`src/rtl/sacc_pkg.sv`:
```
package sacc_pkg;

   localparam int MODE_W = 4;

   typedef enum logic [1:0] {
      ACC_OP_LOAD = 2'd0,
      ACC_OP_ADD  = 2'd1,
      ACC_OP_SUB  = 2'd2,
      ACC_OP_RSVD = 2'd3
   } acc_op_e;

   typedef enum logic [1:0] {
      CLAMP_SIGNED   = 2'd0,
      CLAMP_UNSIGNED = 2'd1,
      CLAMP_BAD      = 2'd2
   } clamp_kind_e;

endpackage

```
`src/rtl/sacc_mode_dec.sv`:
```
module sacc_mode_dec
   import sacc_pkg::*;
#(
   parameter int N_SIGNED   = 5,
   parameter int N_UNSIGNED = 3
) (
   input  logic [MODE_W-1:0] mode_i,
   output clamp_kind_e        kind_o
);
   localparam int FIRST_UNS = N_SIGNED;
   localparam int LAST_CODE = N_SIGNED + N_UNSIGNED - 1;

   generate
      if (N_SIGNED < 1 || N_UNSIGNED < 1 || LAST_CODE >= (1 << MODE_W)) begin : g_bad_cfg
         $error("sacc_mode_dec: mode code space too small");
      end
   endgenerate

   always_comb begin
      if (int'(mode_i) < FIRST_UNS)
         kind_o = CLAMP_SIGNED;
      else if (int'(mode_i) <= LAST_CODE)
         kind_o = CLAMP_UNSIGNED;
      else
         kind_o = CLAMP_BAD;
   end
endmodule

```
`src/rtl/sacc_addsub.sv`:
```
module sacc_addsub
   import sacc_pkg::*;
#(
   parameter int ACC_W = 40,
   parameter int GUARD = 2
) (
   input  logic [ACC_W-1:0]               acc_i,
   input  logic [ACC_W-1:0]               prod_i,
   input  logic [1:0]                     op_i,
   input  logic                           zext_i,
   output logic signed [ACC_W+GUARD-1:0]  sum_o,
   output logic                           op_bad_o
);
   localparam int EXT_W = ACC_W + GUARD;

   generate
      if (GUARD < 2) begin : g_bad_guard
         $error("sacc_addsub: at least two guard bits needed");
      end
   endgenerate

   logic signed [EXT_W-1:0] acc_x, prod_x;

   always_comb begin
      if (zext_i) begin
         acc_x  = {{GUARD{1'b0}}, acc_i};
         prod_x = {{GUARD{1'b0}}, prod_i};
      end else begin
         acc_x  = {{GUARD{acc_i[ACC_W-1]}}, acc_i};
         prod_x = {{GUARD{prod_i[ACC_W-1]}}, prod_i};
      end
   end

   always_comb begin
      op_bad_o = 1'b0;
      unique case (acc_op_e'(op_i))
         ACC_OP_LOAD: sum_o = prod_x;
         ACC_OP_ADD:  sum_o = acc_x + prod_x;
         ACC_OP_SUB:  sum_o = acc_x - prod_x;
         default: begin
            sum_o    = acc_x;
            op_bad_o = 1'b1;
         end
      endcase
   end
endmodule

```
`src/rtl/sacc_clamp.sv`:
```
module sacc_clamp #(
   parameter int ACC_W = 40,
   parameter int GUARD = 2
) (
   input  logic signed [ACC_W+GUARD-1:0] sum_i,
   input  logic                          uns_i,
   output logic [ACC_W-1:0]              res_o,
   output logic                          clamped_o
);
   localparam int EXT_W = ACC_W + GUARD;
   localparam logic signed [EXT_W-1:0] S_MAX = {{(GUARD+1){1'b0}}, {(ACC_W-1){1'b1}}};
   localparam logic signed [EXT_W-1:0] S_MIN = {{(GUARD+1){1'b1}}, {(ACC_W-1){1'b0}}};
   localparam logic signed [EXT_W-1:0] U_MAX = {{GUARD{1'b0}}, {ACC_W{1'b1}}};
   localparam logic signed [EXT_W-1:0] U_MIN = '0;

   logic signed [EXT_W-1:0] hi_lim, lo_lim;

   assign hi_lim = uns_i ? U_MAX : S_MAX;
   assign lo_lim = uns_i ? U_MIN : S_MIN;

   always_comb begin
      clamped_o = 1'b1;
      if (sum_i > hi_lim)
         res_o = hi_lim[ACC_W-1:0];
      else if (sum_i < lo_lim)
         res_o = lo_lim[ACC_W-1:0];
      else begin
         res_o     = sum_i[ACC_W-1:0];
         clamped_o = 1'b0;
      end
   end
endmodule

```
`src/rtl/sat_acc_update.sv`:
```
module sat_acc_update
   import sacc_pkg::*;
#(
   parameter int ACC_W      = 40,
   parameter int GUARD      = 2,
   parameter int N_SIGNED   = 5,
   parameter int N_UNSIGNED = 3
) (
   input  logic              clk,
   input  logic              rst,
   input  logic              en,
   input  logic [1:0]        op_sel,
   input  logic [3:0]        mode,
   input  logic [ACC_W-1:0]  prod,
   output logic [ACC_W-1:0]  acc_q,
   output logic              sat_flag,
   output logic              illegal_flag
);
   localparam int EXT_W = ACC_W + GUARD;
   localparam logic [ACC_W-1:0] LIM_SMAX = {1'b0, {(ACC_W-1){1'b1}}};
   localparam logic [ACC_W-1:0] LIM_SMIN = {1'b1, {(ACC_W-1){1'b0}}};
   localparam logic [ACC_W-1:0] LIM_UMAX = {ACC_W{1'b1}};

   generate
      if (ACC_W < 8 || MODE_W != 4) begin : g_bad_width
         $error("sat_acc_update: unsupported width");
      end
   endgenerate

   clamp_kind_e              kind;
   logic                     op_bad, refuse, clamped;
   logic signed [EXT_W-1:0]  sum;
   logic [ACC_W-1:0]         res;

   sacc_mode_dec #(.N_SIGNED(N_SIGNED), .N_UNSIGNED(N_UNSIGNED)) u_dec (
      .mode_i (mode),
      .kind_o (kind)
   );

   sacc_addsub #(.ACC_W(ACC_W), .GUARD(GUARD)) u_arith (
      .acc_i    (acc_q),
      .prod_i   (prod),
      .op_i     (op_sel),
      .zext_i   (kind == CLAMP_UNSIGNED),
      .sum_o    (sum),
      .op_bad_o (op_bad)
   );

   sacc_clamp #(.ACC_W(ACC_W), .GUARD(GUARD)) u_clamp (
      .sum_i     (sum),
      .uns_i     (kind == CLAMP_UNSIGNED),
      .res_o     (res),
      .clamped_o (clamped)
   );

   assign refuse = op_bad || (kind == CLAMP_BAD);

   always_ff @(posedge clk) begin
      if (rst) begin
         acc_q        <= '0;
         sat_flag     <= 1'b0;
         illegal_flag <= 1'b0;
      end else begin
         sat_flag     <= 1'b0;
         illegal_flag <= 1'b0;
         if (en) begin
            if (refuse) begin
               illegal_flag <= 1'b1;
            end else begin
               acc_q    <= res;
               sat_flag <= clamped;
            end
         end
      end
   end

   AST_RESET_CLEAR: assert property (@(posedge clk)
      rst |=> (acc_q == '0 && !sat_flag && !illegal_flag));
   AST_IDLE_HOLD: assert property (@(posedge clk) disable iff (rst)
      !en |=> ($stable(acc_q) && !sat_flag && !illegal_flag));
   AST_REFUSE_HOLDS: assert property (@(posedge clk) disable iff (rst)
      (en && refuse) |=> ($stable(acc_q) && illegal_flag && !sat_flag));
   AST_SAT_AT_LIMIT: assert property (@(posedge clk) disable iff (rst)
      sat_flag |-> (acc_q == LIM_SMAX || acc_q == LIM_SMIN ||
                    acc_q == LIM_UMAX || acc_q == '0));
   AST_FLAGS_APART: assert property (@(posedge clk) disable iff (rst)
      !(sat_flag && illegal_flag));
endmodule

```
`config.mk`:
```
export PLATFORM = sky130hd
export DESIGN_NAME = sat_acc_update
export DESIGN_NICKNAME = d
export VERILOG_FILES = /design/src/rtl/sacc_pkg.sv /design/src/rtl/sacc_mode_dec.sv /design/src/rtl/sacc_addsub.sv /design/src/rtl/sacc_clamp.sv /design/src/rtl/sat_acc_update.sv
export SDC_FILE = /design/constraint.sdc
export NUM_CORES = 1
export LEC_CHECK = 0
export ABC_AREA = 1
export BUFFER_PORTS_ARGS = -buffer_cell sky130_fd_sc_hd__buf_4
export CAP_MARGIN = 20
export CORE_MARGIN = 10
export CORE_UTILIZATION = 60
export DETAILED_ROUTE_END_ITERATION = 10
export GPL_ROUTABILITY_DRIVEN = 0
export GPL_TIMING_DRIVEN = 0
export PLACE_DENSITY_LB_ADDON = 0.2
export SLEW_MARGIN = 10
export SYNTH_ARGS = -nofsm -noshare
export SYNTH_HDL_FRONTEND = slang
export SYNTH_SLANG_ARGS = --single-unit
```
`constraint.sdc`:
```
create_clock -name clk -period 5.5 [get_ports clk]
set_clock_uncertainty 0.1 [all_clocks]
set_input_delay 0.275 -clock clk [delete_from_list [all_inputs] [get_ports clk]]
set_output_delay 0.275 -clock clk [all_outputs]
set_load 0.01 [all_outputs]
```
; ---- After elaboration in Yosys (flattened, before gate mapping)
; Cells that the tools add are included.
[op_classes]
n_addsub = 2
magnitude_cmp = 4
eq_ne = 4
mux = 13
n_bitwise = 2
reduce_logical = 6
[op_table]
columns = cell, count
row1 = $mux W42, 3
row2 = $pmux W42 S3, 1
row3 = $mux W40, 3
row4 = $add A42 B42 Y42, 1
row5 = $gt A42 B42 Y1, 1
row6 = $lt A42 B42 Y1, 1
row7 = $sub A42 B42 Y42, 1
row8 = $reduce_or A3 Y1, 2
row9 = $eq A2 B1 Y1 const B, 2
row10 = $eq A2 B2 Y1 const B, 2
row11 = $le A4 B3 Y1 const B, 1
row12 = $lt A4 B3 Y1 const B, 1
row13 = $mux W1, 4
row14 = $mux W2, 2
row15 = $logic_not A2 Y1, 1
row16 = $not A1 Y1, 2
row17 = $reduce_and A2 Y1, 1
row18 = $reduce_or A2 Y1, 1
row19 = $logic_or A1 B1 Y1, 1
[totals]
register_bits = 42
input_bits = 49

; ---- Longest topological paths before layout
; Gate-level depths: netlist (run 1).
[logic_depth]
depth_word = 10
ltp_mapped = 44
depth_no_buf = 44

; ---- Hierarchy
; Synthesis (run 1) repeated with hierarchy kept, for this count alone.
[hier_totals]
hier_cells = 1472
hier_area_um2 = 7778.7
[modules_own_cells]
columns = mod, n_inst, cells_per_inst, area_each_um2, seq_area_each_um2
row1 = sacc_addsub, 1, 965, 4924.7, 0.0
row2 = sat_acc_update, 1, 355, 2178.3, 840.8
row3 = sacc_clamp, 1, 147, 656.9, 0.0
row4 = sacc_mode_dec, 1, 5, 18.8, 0.0

; ---- Worst setup path before layout (run 1)
; OpenSTA, ideal clock, no wires.
[synth_timing]
kind = input to register
startpoint = input port prod[1]
endpoint = register acc_q[6]
arrival_time_ns = 4.703
required_ns = 5.266
setup_slack_ns = 0.563
cell_stages = 39
path_buffers = 1
path_cell_list = inv_1 -> ha_1 -> nand4_1 -> nor2_1 -> nand3_1 -> o21ai_0 -> o21ai_0 -> nor2_1 -> o21ai_0 -> a21oi_1 -> xor2_1 -> ha_1 -> nand2_1 -> nor2_1 -> inv_1 -> nor4_1 -> nand2_1 -> nand2_1 -> (+3 left out) -> o21ai_0 -> nand2_1 -> ha_1 -> nor2_1 -> nand2_1 -> nor2_1 -> nand3_1 -> nor2_1 -> nand2_1 -> nor2_1 -> nand4_1 -> nor2_1 -> nand2_1 -> nand2_1 -> nand2_1 -> nand2_4 -> buf_6 -> a31oi_1
[synth_between]
elab_chain_len = 6
word_cells_on_any_way = 8
[synth_lines]
columns = item, line
row1 = start: declaration, sat_acc_update.sv:14  ; input logic [ACC_W-1:0] prod,
row2 = $mux W42 (*), sacc_addsub.sv:25  ; if (zext_i) begin
row3 = $sub A42 B42 Y42 / $add A42 B42 Y42 (equally long branches), "sacc_addsub.sv:39, sacc_addsub.sv:38"
row4 = $pmux W42 S3 (*), sacc_addsub.sv:36  ; unique case (acc_op_e'(op_i))
row5 = $lt A42 B42 Y1, sacc_clamp.sv:25  ; else if (sum_i < lo_lim)
row6 = $mux W40, sacc_clamp.sv:25
row7 = $mux W40 (*), sacc_clamp.sv:23  ; if (sum_i > hi_lim)
row8 = end signal: assignment, sat_acc_update.sv:70  ; acc_q <= res;
row9 = end: declaration, sat_acc_update.sv:15  ; output logic [ACC_W-1:0] acc_q,
; Every way passes the cells marked *; elsewhere a longest branch is shown, timed or not.
; A chain may end at the register's enable or synchronous reset.

; ---- Worst setup path in the final report (run 1)
[layout_timing]
startpoint = input port prod[0]
endpoint = register acc_q[18]
; The elaborated chain is that of the path after synthesis.

==> out/qor.yml, run 1 <==
status: "finished, violations left"
failed_checks: "setup timing"
cpMaxStageDelayCell: "ha_1"
clk_pin_slew_ns: 0.06
power.total_w: 0.00179
multi_input_area_mm2: 0.00577
rsz0062_at_grt: "true"
worst_pin_slew_ns: 0.771
muxShareOfSynthArea: 0
cts_tree: "yes"
use_met3: 0.0797
ys_types: 36
layout_commonest_cell: "nand2_1"
numPortBuffers: 90
cap_violations: 0
setup_viol: 41
slew_headroom: 0.486
dpl_worst_slack_ns: -0.962
worst_setup_path_start_kind: "primary input"
grt_max_degree: 13
synth_top_family_by_area: "simple AND/OR/NAND/NOR gates"
synthesis.area_mm2: 0.00707
cts-root-buf: "clkbuf_16"
peakVddDrop_v: 0.000273
diodes: 0
setup_tns_ns: -4.36
final_cells: 1581
yosys.area_share.simple: 0.427
crit_top_cell: "nand2_2"
seq_area_um2: 841
ys_seq_area_frac: 0.119
cp_top_family: "simple AND/OR/NAND/NOR gates"
ctsHoldBuffers: 0
max_freq_ghz: 0.177
grt_usage: 0.319
antenna_found_initial: 0
clk_path_buf_depth: 2
nets: 1537
synthFlopType: "dfxtp_1"
worst_hold_slack_ns: 0.0670
slew_violations: 0
cellLeakagePower_nw: 4.60
die_w_um: 129
start_util: 0.616
layout_common_cells: "360 x nand2_1, 204 x inv_1, 131 x nor2_1, 113 x buf_4, 104 x nand3_1"
clk_latency_ns: 0.29
totalWireLength_um: 29400
cp-end-kind: "flip-flop"
rows: 39
synthArstFlopShare: 0
dpl.hpwl_um: 21800
critPathMaxStageDelay_ns: 0.38
min_period_ns: 5.66
grt_pass1_vias: 8628
coreArea_mm2: 0.0115
yosys_warnings: 0
dpl.cell_count: 1545
synthCells: 1312
synth_xor_area_frac: 0.0521
detail_route.wl_per_cell_um: 18.6
cp.arrival_ns: 5.69
power_density_mw_per_mm2: 201
antenna_left: 0
cp_num_buf_inv: 4
drcViolationCount: 0
via_count: 9763
synth_fa_ha_area_frac: 0.0896
cts_made_buffers: 5
grt_pass1_wl_um: 43000
overflow: 0
grt_util_met1: 0.426
hp-class: "primary input to flip-flop"
fin_crit_sh: 1.03
hold_violations: 0
rrSetupSlack_ns: 0.85
drt-initial-drc-count: 1639
syn_nets: 1411
required_ns: 5.53
worst_slack_ns: -0.156
cts_sinks: 42
drt-vias-per-instance: 6.18
dieArea_mm2: 0.0165
first_pass_iters: 7
fillers: 880
die_h_um: 129
top_usage_layer: "met2"
worstPathMaxFanout: 5
ioPinCount: 91
critPathKind: "primary input to flip-flop"
layout-area-overhead-vs-synth_pct: 25.7
use_met2: 0.496
drive_gt1_frac: 0.169
htree_num_levels: 2
ys_ff_latch: 42
synth_edf_count: 0
syn_area_per_cell_um2: 5.39
synth-compound-area-share: 0.176
-- registers in the layout (all words and copies together), names as in the netlist --
name          cells
sat_flag          1
acc_q            40
illegal_flag      1
-- report_power, final --
| part | leakage, nW | internal, W | switching [W] |
|---|---|---|---|
| Sequential | 0.345 | 0.000328 | 0.0000432 |
| Combinational | 4.19 | 0.000404 | 0.000720 |
| Clock | 0.0694 | 0.000164 | 0.000129 |
| Total | 4.60 | 0.000896 | 0.000892 |
-- kinds of logic (layout without fill, tap and decap cells) --
family	Yosys count	after routing
AOI/OAI and AO/OA	225	225
buffers and inverters	247	372
and+or+nand+nor	706	707
xor gates and xnor gates	42	42
DFF	42	42
adders and majority gates	50	50
-- worst reg2reg max path, delay by kind of cell, from the launching register on --
kind            cells  cell delay (ns)
fa+ha+maj           3             0.82
simple gates       14             1.65
xor+xnor            1             0.16
buf+inv             6             0.81
flops               1             0.37
compound gates      4             0.69
-- cell usage after synthesis (2+ instances only) --
library cell	number	area share
a21oi_1	94	0.067
a21oi_2	2	0.0025
a31oi_1	39	0.035
buf_1	5	0.0027
buf_6	4	0.0064
clkbuf_1	30	0.016
dfxtp_1	42	0.12
ha_1	49	0.087
inv_1	207	0.11
nand2_1	372	0.20
nand3_1	108	0.077
nand3b_1	15	0.016
nand4_1	15	0.013
nor2_1	140	0.074
nor3_1	15	0.011
nor3_2	3	0.0043
nor4_1	5	0.0044
o211ai_1	2	0.0021
o21ai_0	72	0.051
o21bai_1	5	0.0053
o31ai_1	5	0.0053
or2_2	29	0.026
xnor2_1	16	0.020
xor2_1	26	0.032
-- path summary, 6_finish.rpt --
kind | from | cells after the start | to
worst max register to register | acc_q[0]$_SDFFE_PP0P_ | 28 | acc_q[28]$_SDFFE_PP0P_
worst min register to register | acc_q[39]$_SDFFE_PP0P_ | 2 | acc_q[39]$_SDFFE_PP0P_
worst min-delay path | rst | 2 | acc_q[39]$_SDFFE_PP0P_
worst max-delay path | prod[0] | 40 | acc_q[18]$_SDFFE_PP0P_
-- cell type report --
| type | count | area share |
|---|---|---|
| Buffer | 39 | 0.0237 |
| Inverter | 207 | 0.0875 |
| Timing Repair Buffer | 119 | 0.109 |
| Multi-Input combinational cell | 1024 | 0.650 |
| Tap cell | 143 | 0.0201 |
| Clock inverter | 2 | 0.00113 |
| Sequential cell | 42 | 0.0946 |
| Clock buffer | 5 | 0.0141 |
-- metal layers --
metal,up-vias,share of wire,wire length (um)
li1,4489,-,-
met1,4304,0.37,11000
met2,791,0.43,12500
met3,179,0.15,4430
met4,0,0.049,1450
met5,-,0,0
-- stage by stage --
step / instance area (um^2) / util
3_5_place_dp: 7920 / 0.691
6_report: 8880 / 0.775
5_1_grt: 8880 / 0.775
3_3_place_gp: 7920 / 0.691
4_1_cts: 8340 / 0.727
2_1_floorplan: 7070 / -
-- what timing repair did --
action	4_1_cts	5_1_grt
setup buffers	12	12
gates resized for setup	46	72
setup endpoints to repair	41	41
gates cloned	2	4
pin swaps	28	40
No activity file was read; power rests on OpenSTA's default activity.
==> run 2: changes to the inputs <==
Settings changed: CORE_MARGIN 10 to default.
==> run 2 against run 1 <==
The flow still finishes with violations (setup timing). Design area fell by 1.9%. Final cell count rose by 0.32%. Global-route usage rose by 10 points. Combinational power barely moved. Maximum frequency rose by 0.32%. Critical path depth rose by 2. Sequential cell count did not move. Highest routed layer unchanged.
==> out/qor.yml, run 2 (synthesis results as in run 1) <==
crit_top_cell: "nand2_1"
min_period_ns: 5.64  # -0.0182 ns
rows: 39  # unchanged
max_freq_ghz: 0.177  # +0.32%
grt_pass1_vias: 8359  # -3.1%
drt-initial-drc-count: 1303  # -21%
clk_path_buf_depth: 2  # unchanged
drcViolationCount: 0  # unchanged
dpl_worst_slack_ns: -1.00  # -0.0425 ns
drt-vias-per-instance: 6.02  # -2.5%
antenna_found_initial: 0  # unchanged
cp_top_family: "simple AND/OR/NAND/NOR gates"
fin_crit_sh: 1.03  # -0.00331
largest-register: "acc_q"
worst_setup_path_start_kind: "primary input"
htree_num_levels: 2  # unchanged
met3_length_um: 4150  # -6.3%
power.total_w: 0.00176  # -1.7%
clk_latency_ns: 0.29  # about the same
routed-wl-met2_um: 11800  # -5.6%
cts_tree: "yes"
overflow: 0  # unchanged
via_count: 9552  # -2.2%
setup_viol: 40  # -2.4%
start_util: 0.616  # unchanged
cts_made_buffers: 5  # unchanged
cp-end-kind: "flip-flop"
final_util: 0.760  # -0.0145
seq_area_um2: 841  # unchanged
grt_max_degree: 13  # unchanged
dpl.cell_count: 1545  # unchanged
cellLeakagePower_nw: 4.61  # +0.20%
die_w_um: 111  # -14%
drive_gt1_frac: 0.161  # -0.00821
hp-class: "primary input to flip-flop"
grt_pass1_wl_um: 41100  # -4.4%
cts_sinks: 42  # unchanged
cts-root-buf: "clkbuf_16"
layout_common_cells: "363 x nand2_1, 204 x inv_1, 131 x nor2_1, 116 x buf_4, 105 x nand3_1"
dpl.hpwl_um: 20900  # -4.5%
largest_register_ffs: 40  # unchanged
detail_route.wl_per_cell_um: 17.5  # -6.0%
first_pass_iters: 10  # +3
ioPinCount: 91  # unchanged
antenna_left: 0  # unchanged
critPathMaxStageDelay_ns: 0.32  # -0.06 ns
rsz0062_at_grt: "true"
grt_usage: 0.419  # +0.100
cp.arrival_ns: 5.67  # -0.02 ns
reg.largest.list: "acc_q (40), illegal_flag (1), sat_flag (1)"
power_density_mw_per_mm2: 202  # +0.22%
worst_slack_ns: -0.138  # +0.0182 ns
die_h_um: 111  # -14%
totalWireLength_um: 27800  # -5.7%
numPortBuffers: 90  # unchanged
layout-area-overhead-vs-synth_pct: 23.4
multi_input_area_mm2: 0.00556  # -3.7%
worst_hold_slack_ns: 0.0897  # +0.0227 ns
required_ns: 5.53  # about the same
status: "finished, violations left"
peakVddDrop_v: 0.000283  # +3.7%
fillers: 942  # +7.0%
diodes: 0  # unchanged
ctsHoldBuffers: 0  # unchanged
cpMaxStageDelayCell: "ha_1"
top_layer_used: "met4"
failed_checks: "setup timing"
cp_num_buf_inv: 6  # +2
nets: 1541  # +0.26%
worst_pin_slew_ns: 0.627  # -0.144 ns
clk_pin_slew_ns: 0.06  # about the same
slew_headroom: 0.582  # +0.0961
met1_length_um: 10700  # -2.7%
hold_violations: 0  # unchanged
slew_violations: 0  # unchanged
worstPathMaxFanout: 7  # +2
cap_violations: 0  # unchanged
final_cells: 1586  # +0.32%
critPathKind: "primary input to flip-flop"
coreArea_mm2: 0.0115  # unchanged
dieArea_mm2: 0.0122  # -26%
layout_commonest_cell: "nand2_1"
-- run 2: metal layers --
| layer | global-route usage | vias up |
|---|---|---|
| met3 | 0.102 | 122 |
| met5 | 0 | - |
| met2 | 0.660 | 735 |
| met1 | 0.565 | 4207 |
| li1 | - | 4488 |
| met4 | 0.120 | 0 |
-- run 2: stage by stage --
| step | setup TNS, ns | area, um^2 |
|---|---|---|
| floorplan | 0 | 7070 |
| global placement | -37.75 | 7920 |
| detailed placement | -40.37 | 7920 |
| CTS | -0.0317 | 8400 |
| global route | -12.58 | 8720 |
| finish | -3.36 | 8720 |
-- run 2: worst reg2reg max path: cells and delay by family, from the launching register on --
kind | cells | cell delay (ns)
AO/OA/AOI/OAI | 2 | 0.28
adder cells (fa/ha/maj) | 2 | 0.67
buffers and inverters | 2 | 0.27
flip-flops | 1 | 0.36
AND/OR/NAND/NOR | 25 | 2.77
-- run 2: worst paths after layout --
path,start,to,slack [ns],cells past startpoint
setup reg to reg,acc_q[2]$_SDFFE_PP0P_,acc_q[9]$_SDFFE_PP0P_,0.90,31
setup / recovery,prod[0],acc_q[9]$_SDFFE_PP0P_,-0.14,42
hold / removal,rst,sat_flag$_SDFF_PP0_,0.09,2
hold reg to reg,acc_q[4]$_SDFFE_PP0P_,acc_q[4]$_SDFFE_PP0P_,0.52,2
-- run 2: area by class of cell --
class,count,area share
Timing Repair Buffer,125,0.117
Inverter,207,0.0891
Buffer,38,0.0218
Sequential cell,42,0.0965
Tap cell,143,0.0205
Clock inverter,1,0.000574
Clock buffer,7,0.0164
Multi-Input combinational cell,1023,0.638
-- run 2: power by group --
group / internal, W / switching (W)
logic: 0.000403 / 0.000684
clock network: 0.000180 / 0.000121
registers: 0.000328 / 0.0000424
total: 0.000911 / 0.000847
-- run 2: repair_timing --
item                       in CTS  in global routing
gates cloned                    3                  1
buffers inserted               18                 14
gates resized for setup        44                 49
setup endpoints to repair      41                 41
pin swaps                      23                 39
==> run 3: changes to the inputs <==
Settings changed: SKIP_LAST_GASP from default to 1.
==> run 3 against run 2 <==
The run still ends with setup timing left. Sequential cell count unchanged. Die area unchanged. Sequential share of layout area about the same. Sequential power is essentially flat. Worst setup slack gained 0.014 ns. Clock power about the same. Wire length decreased by 0.64%. Critical endpoint is now acc_q[38]$_SDFFE_PP0P_. Design area hardly changed. Worst hold slack improved by 0.0023 ns. Total power down 0.16%. Combinational power hardly changed.
==> out/qor.yml, run 3 (synthesis results as in run 1) <==
power.total_w: 0.00175  # -0.16%
use_met3: 0.102  # unchanged
layout_common_cells: "363 x nand2_1, 204 x inv_1, 131 x nor2_1, 116 x buf_4, 105 x nand3_1"
hold_start: "rst"
totalWireLength_um: 27600  # -0.64%
setup_viol: 36  # -10%
r2r-start: "acc_q[2]$_SDFFE_PP0P_"
diodes: 0  # unchanged
slew_headroom: 0.573  # -0.00877
cap_violations: 0  # unchanged
grt_pass1_wl_um: 41100  # unchanged
min_period_ns: 5.62  # -0.0136 ns
power_density_mw_per_mm2: 201  # -0.13%
fin_crit_sh: 1.02  # -0.00248
p_sw_w: 0.000845  # -0.19%
slew_violations: 0  # unchanged
pwr-share-seq: 0.211  # about the same
clk_pin_slew_ns: 0.06  # about the same
rows: 39  # unchanged
layout-area-overhead-vs-synth_pct: 23.3  # about the same
drive_gt1_frac: 0.161  # unchanged
drt-vias-per-instance: 6.00  # -0.45%
cp-end-kind: "flip-flop"
rsz0062_at_grt: "true"
dpl.hpwl_um: 20900  # unchanged
worstPathMaxFanout: 7  # unchanged
failed_checks: "setup timing"
antenna_left: 0  # unchanged
max_freq_ghz: 0.178  # +0.24%
status: "finished, violations left"
peakVddDrop_v: 0.000279  # -1.4%
grt_usage: 0.419  # unchanged
critPathMaxStageDelay_ns: 0.32  # about the same
largest_register_ffs: 40  # unchanged
dpl_worst_slack_ns: -1.00  # unchanged
worst_slack_ns: -0.124  # +0.0136 ns
dieArea_mm2: 0.0122  # unchanged
start_util: 0.616  # unchanged
power.share.combinational: 0.617  # about the same
via_count: 9509  # -0.45%
coreArea_mm2: 0.0115  # unchanged
numPortBuffers: 90  # unchanged
ioPinCount: 91  # unchanged
worst_hold_slack_ns: 0.0920  # +0.00226 ns
cp.arrival_ns: 5.67  # about the same
die_w_um: 111  # unchanged
required_ns: 5.55  # +0.02 ns
final_cells: 1586  # unchanged
cts_tree: "yes"
top_usage_layer: "met2"
cts-root-buf: "clkbuf_16"
first_pass_iters: 8  # -2
cpMaxStageDelayCell: "ha_1"
largest-register: "acc_q"
htree_num_levels: 2  # unchanged
clk_latency_ns: 0.29  # about the same
overflow: 0  # unchanged
hp-class: "primary input to flip-flop"
hold_violations: 0  # unchanged
cellLeakagePower_nw: 4.61  # about the same
grt_pass1_vias: 8359  # unchanged
worst_setup_path_start_kind: "primary input"
drt-initial-drc-count: 1448  # +11%
power.share.switching: 0.482  # about the same
cts_made_buffers: 5  # unchanged
critPathKind: "primary input to flip-flop"
detail_route.wl_per_cell_um: 17.4  # -0.64%
dpl.cell_count: 1545  # unchanged
antenna_found_initial: 0  # unchanged
clkPwrFrac: 0.173  # +0.002
crit_top_cell: "nand2_1"
worst_pin_slew_ns: 0.640  # +0.0132 ns
ctsHoldBuffers: 0  # unchanged
drcViolationCount: 0  # unchanged
clk_path_buf_depth: 2  # unchanged
use_met2: 0.660  # unchanged
nets: 1541  # unchanged
layout_commonest_cell: "nand2_1"
grt_util_met1: 0.565  # unchanged
reg.largest.list: "acc_q (40), illegal_flag (1), sat_flag (1)"
die_h_um: 111  # unchanged
crit_path_start: "prod[0]"
cts_sinks: 42  # unchanged
p_int_w: 0.000910  # -0.13%
grt_max_degree: 13  # unchanged
## run 3: critical path: cells and delay by family
| kind | cells | cell delay [ns] |
|---|---|---|
| xor gates and xnor gates | 1 | 0.17 |
| and+or+nand+nor | 25 | 2.62 |
| AOI/OAI and AO/OA | 7 | 1.10 |
| buffers and inverters | 6 | 0.69 |
| adders and majority gates | 3 | 0.78 |
## run 3: cell type report
type,instances,area (um^2)
buffer,38,188
clock buffer,7,143
clock inverter,1,5.00
fill,944,2750
inverter,207,777
multi-input combinational,1023,5560
sequential,42,841
tap,143,179
timing repair buffer,125,1020
## run 3: per-layer routing
metal | part of all wire | vias to the layer above
li1 | - | 4484
met1 | 0.39 | 4182
met2 | 0.42 | 726
met3 | 0.15 | 117
met4 | 0.040 | 0
met5 | 0 | -
## run 3: path summary, 6_finish.rpt
kind | slack, ns | endpoint | cells past startpoint
max reg2reg | 0.92 | acc_q[38]$_SDFFE_PP0P_ | 31
min | 0.09 | sat_flag$_SDFF_PP0_ | 2
max | -0.12 | acc_q[38]$_SDFFE_PP0P_ | 42
min reg2reg | 0.52 | acc_q[3]$_SDFFE_PP0P_ | 2
## run 3: timing repair
item / 4_1_cts / 5_1_grt
resized for setup: 44 / 47
setup buffers: 18 / 14
hold endpoints to repair: 0 / 0
endpoints found under the setup margin: 41 / 41
cloned: 3 / 1
pin swaps: 23 / 39
## run 3: metrics by stage
| stage | util | area (um^2) | setup TNS [ns] |
|---|---|---|---|
| global placement | 0.691 | 7920 | -37.75 |
| detailed placement | 0.691 | 7920 | -40.37 |
| floorplan | - | 7070 | 0 |
| finish | 0.760 | 8710 | -2.48 |
| global route | 0.760 | 8710 | -12.70 |
| CTS | 0.732 | 8400 | -0.0317 |
## run 3: power groups by stage
| stage | Sequential, W | Combinational, W | Clock [W] |
|---|---|---|---|
| floorplan | 0.000363 | 0.000610 | 0 |
| global placement | 0.000370 | 0.000878 | 0 |
| detailed placement | 0.000370 | 0.000894 | 0 |
| CTS | 0.000364 | 0.000958 | 0.000296 |
| global route | 0.000369 | 0.00117 | 0.000311 |
| finish | 0.000370 | 0.00108 | 0.000303 |
